--- config.mk ---
export PLATFORM = sky130hd
export DESIGN_NAME = sysref_qualifier
export DESIGN_NICKNAME = d
export VERILOG_FILES = /design/src/rtl/sysref_qualifier.sv
export SDC_FILE = /design/constraint.sdc
export NUM_CORES = 1
export LEC_CHECK = 0
export BUFFER_PORTS_ARGS = -buffer_cell sky130_fd_sc_hd__buf_4
export CAP_MARGIN = 20
export CORE_ASPECT_RATIO = 0.75
export CORE_MARGIN = 1.5
export CORE_UTILIZATION = 53
export CTS_BUF_LIST = sky130_fd_sc_hd__clkbuf_16
export CTS_CLUSTER_DIAMETER = 60
export CTS_CLUSTER_SIZE = 30
export DETAILED_ROUTE_END_ITERATION = 10
export GPL_TIMING_DRIVEN = 1
export PLACE_DENSITY = 0.9
export SYNTH_ARGS = -nofsm -noshare
export SYNTH_HDL_FRONTEND = slang
export SYNTH_SLANG_ARGS = --single-unit
--- constraint.sdc ---
create_clock -name clk -period 3.6 [get_ports clk]
set_input_delay 0.18 -clock clk [delete_from_list [all_inputs] [get_ports clk]]
set_output_delay 0.18 -clock clk [all_outputs]
set_load 0.01 [all_outputs]
--- src/rtl/sysref_qualifier.sv ---
module sysref_qualifier #(
  parameter int NWIN = 5,
  parameter int CW   = 8
) (
  input  logic            clk,
  input  logic            rst_n,
  input  logic            sref_in,
  input  logic [2:0]      mode_cfg,
  input  logic            ctr_clear,
  input  logic            ctr_start,
  input  logic            gpio_start,
  input  logic            gpio_start_en,
  input  logic [NWIN-1:0] win_flags_in,
  output logic            align_pulse,
  output logic [CW-1:0]   pulse_count,
  output logic [NWIN-1:0] win_flags,
  output logic            win_any
);
  localparam logic [CW-1:0] CNT_MAX = {CW{1'b1}};

  logic       sref_q;
  logic       armed;
  logic       running;
  logic [2:0] mode_act;
  logic [1:0] skip_n;
  logic       use_all;
  logic       use_any;
  logic       edge_seen;
  logic       start_req;
  logic       fwd;

  assign edge_seen = sref_in & ~sref_q;
  assign start_req = ctr_start | (gpio_start_en & gpio_start);

  always_comb begin
    skip_n  = 2'd0;
    use_all = 1'b0;
    use_any = 1'b1;
    case (mode_act)
      3'd1:    use_all = 1'b1;
      3'd3:    skip_n  = 2'd1;
      3'd4:    begin skip_n = 2'd1; use_all = 1'b1; end
      3'd5:    skip_n  = 2'd2;
      3'd6:    begin skip_n = 2'd2; use_all = 1'b1; end
      default: use_any = 1'b0;
    endcase
  end

  assign fwd = edge_seen & running & ~ctr_clear & use_any &
               (use_all ? (pulse_count >= CW'(skip_n)) : (pulse_count == CW'(skip_n)));

  always_ff @(posedge clk) begin
    if (!rst_n) begin
      sref_q      <= 1'b0;
      armed       <= 1'b0;
      running     <= 1'b0;
      mode_act    <= 3'd0;
      pulse_count <= '0;
      align_pulse <= 1'b0;
      win_flags   <= '0;
      win_any     <= 1'b0;
    end else begin
      sref_q      <= sref_in;
      align_pulse <= fwd;
      if (edge_seen) begin
        win_flags <= win_flags_in;
        win_any   <= |win_flags_in;
      end
      if (ctr_clear) begin
        pulse_count <= '0;
        running     <= 1'b0;
        armed       <= 1'b1;
        mode_act    <= mode_cfg;
      end else begin
        if (edge_seen && running && pulse_count != CNT_MAX)
          pulse_count <= pulse_count + 1'b1;
        if (start_req && armed)
          running <= 1'b1;
      end
    end
  end
endmodule


==> flow_summary.json <==
{
  "fillers": 134,
  "ys_ff_latch": 21,
  "cap_violations": 0,
  "worstPathArrival_ns": 1.92,
  "die_w_um": 53.9,
  "startpoint": "mode_act[1]",
  "antenna_left": 0,
  "fin_area_sq_um": 1340,
  "place_area_sq_um": 1260,
  "fin_crit_ns": 1.77,
  "period_share_pct": 49.2,
  "rsz0062_at_grt": "false",
  "synth_edf_count": 0,
  "finalSetupTns_ns": 0,
  "ys_warn_count": 0,
  "required_ns": 3.75,
  "leakage_nw": 0.556,
  "core_area_sq_um": 1770,
  "num_rows": 13,
  "track_usage_pct": 26.9,
  "synth_flop_cell": "dfxtp_1",
  "clock_sinks": 21,
  "drc_errors": 0,
  "grt_pass1_vias": 919,
  "ctsLongestPathBuffers": 2,
  "fin_util_pct": 75.4,
  "fmax_mhz": 565,
  "hold_viol_final": 0,
  "dpl.hpwl_mm": 1.88,
  "io_buffer_count": 29,
  "path_clk_slew_ns": 0.05,
  "diodes": 0,
  "crit-reg2reg-launch": "mode_act[1]",
  "clk_latency_ns": 0.25,
  "vias": 975,
  "r2r_end": "align_pulse",
  "routed_via_density": 5.84,
  "initial_core_util_pct": 58.0,
  "drive_gt1_share_pct": 25.5,
  "gp_congestion": 0.887,
  "drt_wl_total_mm": 2.45,
  "ys_seq_area_share_pct": 40.9,
  "nets": 164,
  "crit_type": "reg -> reg",
  "grt_overflow": 0,
  "synthCells": 115,
  "synth_cell_types": 39,
  "synthesis.nets": 133,
  "slew_headroom_pct": 70.7,
  "root_buffer": "clkbuf_16",
  "dr.pass1.iters": 4,
  "h-tree-depth": 1,
  "cts_resized": 0,
  "peakVddDrop_uv": 375,
  "slew_viol_final": 0,
  "grt_pass1_wl_mm": 4.05,
  "end_kind": "register",
  "fin_skew_ns": 0.00241,
  "numCtsBuffers": 3,
  "drt-initial-drc-count": 16,
  "die-area_sq_um": 2220,
  "whs_ns": 0.167,
  "die_h_um": 41.2,
  "setup_viol": 0,
  "fin_total_pwr_w": 0.000529,
  "tightest_slew_ns": 0.439,
  "cp_max_fo": 6,
  "antenna_found_initial": 0,
  "ctsHoldBuffers": 0,
  "area_growth_pct": 30.0,
  "min_path_type": "in -> reg",
  "syn_area_per_cell_sq_um": 8.94,
  "crit_end": "align_pulse",
  "postCtsSetupRepairBufs": 0,
  "reg2reg_depth": 7,
  "syn_area_sq_um": 1030,
  "ioPinCount": 30,
  "power.density_nw_per_um2": 395,
  "wl_per_cell_um": 14.7,
  "synthArstFlopShare_pct": 0,
  "status": "finished clean",
  "worst-r2r-setup-slack_ns": 1.83,
  "grt_max_degree": 14,
  "cts_tree": "yes",
  "startpoint_type": "register"
}
## worst min path at each step
stage | start | end | slack, ns | cells after the start
finish | sref_in | sref_q | 0.17 | 2
global route | sref_in | sref_q | 0.18 | 2
CTS | sref_in | sref_q | 0.17 | 2
detailed placement | sref_in | sref_q | 0.44 | 2
global placement | sref_in | sref_q | 0.42 | 2
floorplan | sref_in | sref_q | 0.30 | 1
## stage by stage
step	std cells	setup WS, ns
2_1_floorplan	115	1.99
3_3_place_gp	163	1.95
3_5_place_dp	163	1.83
4_1_cts	167	1.82
5_1_grt	167	1.70
6_report	167	1.83
## final cells by class
type                            count  area, sq um  area share, %
Inverter                            2         7.51          0.561
Clock buffer                        3         75.1           5.61
Clock inverter                      1         3.75          0.281
Sequential cell                    21          420           31.4
Tap cell                           22         27.5           2.06
Multi-Input combinational cell     89          586           43.8
Timing Repair Buffer               29          218           16.3
## worst max-delay path, stage by stage, from the launching register on
cell and delay [ns]:
dfxtp_1 0.44, nor2_1 0.07, nand2_1 0.07, o21ai_0 0.09, ha_1 0.30, nand2b_1 0.15, a2111o_1 0.40, o2111a_1 0.13
## layer usage
metal	GRT usage (%)	wire length (um)
met4	8.33	29
met1	32.0	1150
met5	0	0
met3	9.49	129
met2	46.0	1140
## sequential cells by signal, indices dropped and copies added, names as in the netlist
signal,cells
mode_act,3
sref_q,1
armed,1
win_any,1
align_pulse,1
win_flags,5
running,1
pulse_count,8
## power by group
part	switching, W	total, W	internal (W)
sequential	0.00000737	0.000248	0.000240
combinational	0.0000232	0.0000509	0.0000277
clock	0.0000821	0.000230	0.000148
## layout by cell type, fill, tap and decap left out, types with 3 or more instances in the layout
| cell | n |
|---|---|
| a21oi_1 | 3 |
| o21ai_0 | 4 |
| buf_4 | 29 |
| mux2i_1 | 5 |
| nand2b_1 | 3 |
| clkbuf_16 | 3 |
| a21boi_0 | 5 |
| nand3_1 | 3 |
| nand2_1 | 21 |
| inv_1 | 3 |
| a211oi_1 | 4 |
| ha_1 | 3 |
| nor2b_1 | 6 |
| a31oi_1 | 3 |
| nor2_1 | 4 |
| dfxtp_1 | 21 |
## synth_stat cells (2+ instances only)
cell type | n | area share, %
a211oi_1 | 4 | 2.9
a21boi_0 | 5 | 3.7
a21oi_1 | 3 | 1.5
a31oi_1 | 3 | 1.8
a41oi_1 | 2 | 1.7
clkbuf_1 | 2 | 0.73
dfxtp_1 | 21 | 41
ha_1 | 3 | 3.7
inv_1 | 2 | 0.73
mux2i_1 | 5 | 4.9
nand2_1 | 21 | 7.7
nand2b_1 | 3 | 1.8
nand3_1 | 3 | 1.5
nor2_1 | 4 | 1.5
nor2b_1 | 6 | 3.7
nor3_1 | 2 | 0.97
o21ai_0 | 4 | 1.9
## cell families (layout without fill, tap and decap cells)
kind of cell             count (synthesis)  count (layout)  share of synthesized area (%)
AND/OR/NAND/NOR                         52              52                           27.1
AO/OA/AOI/OAI                           28              28                           20.4
flip-flops                              21              21                           40.9
multiplexers                             5               5                           4.87
buffers and inverters                    5              35                           2.19
adder cells (fa/ha/maj)                  3               3                           3.65
XOR/XNOR                                 1               1                          0.852
No activity file was read; power rests on OpenSTA's default activity.
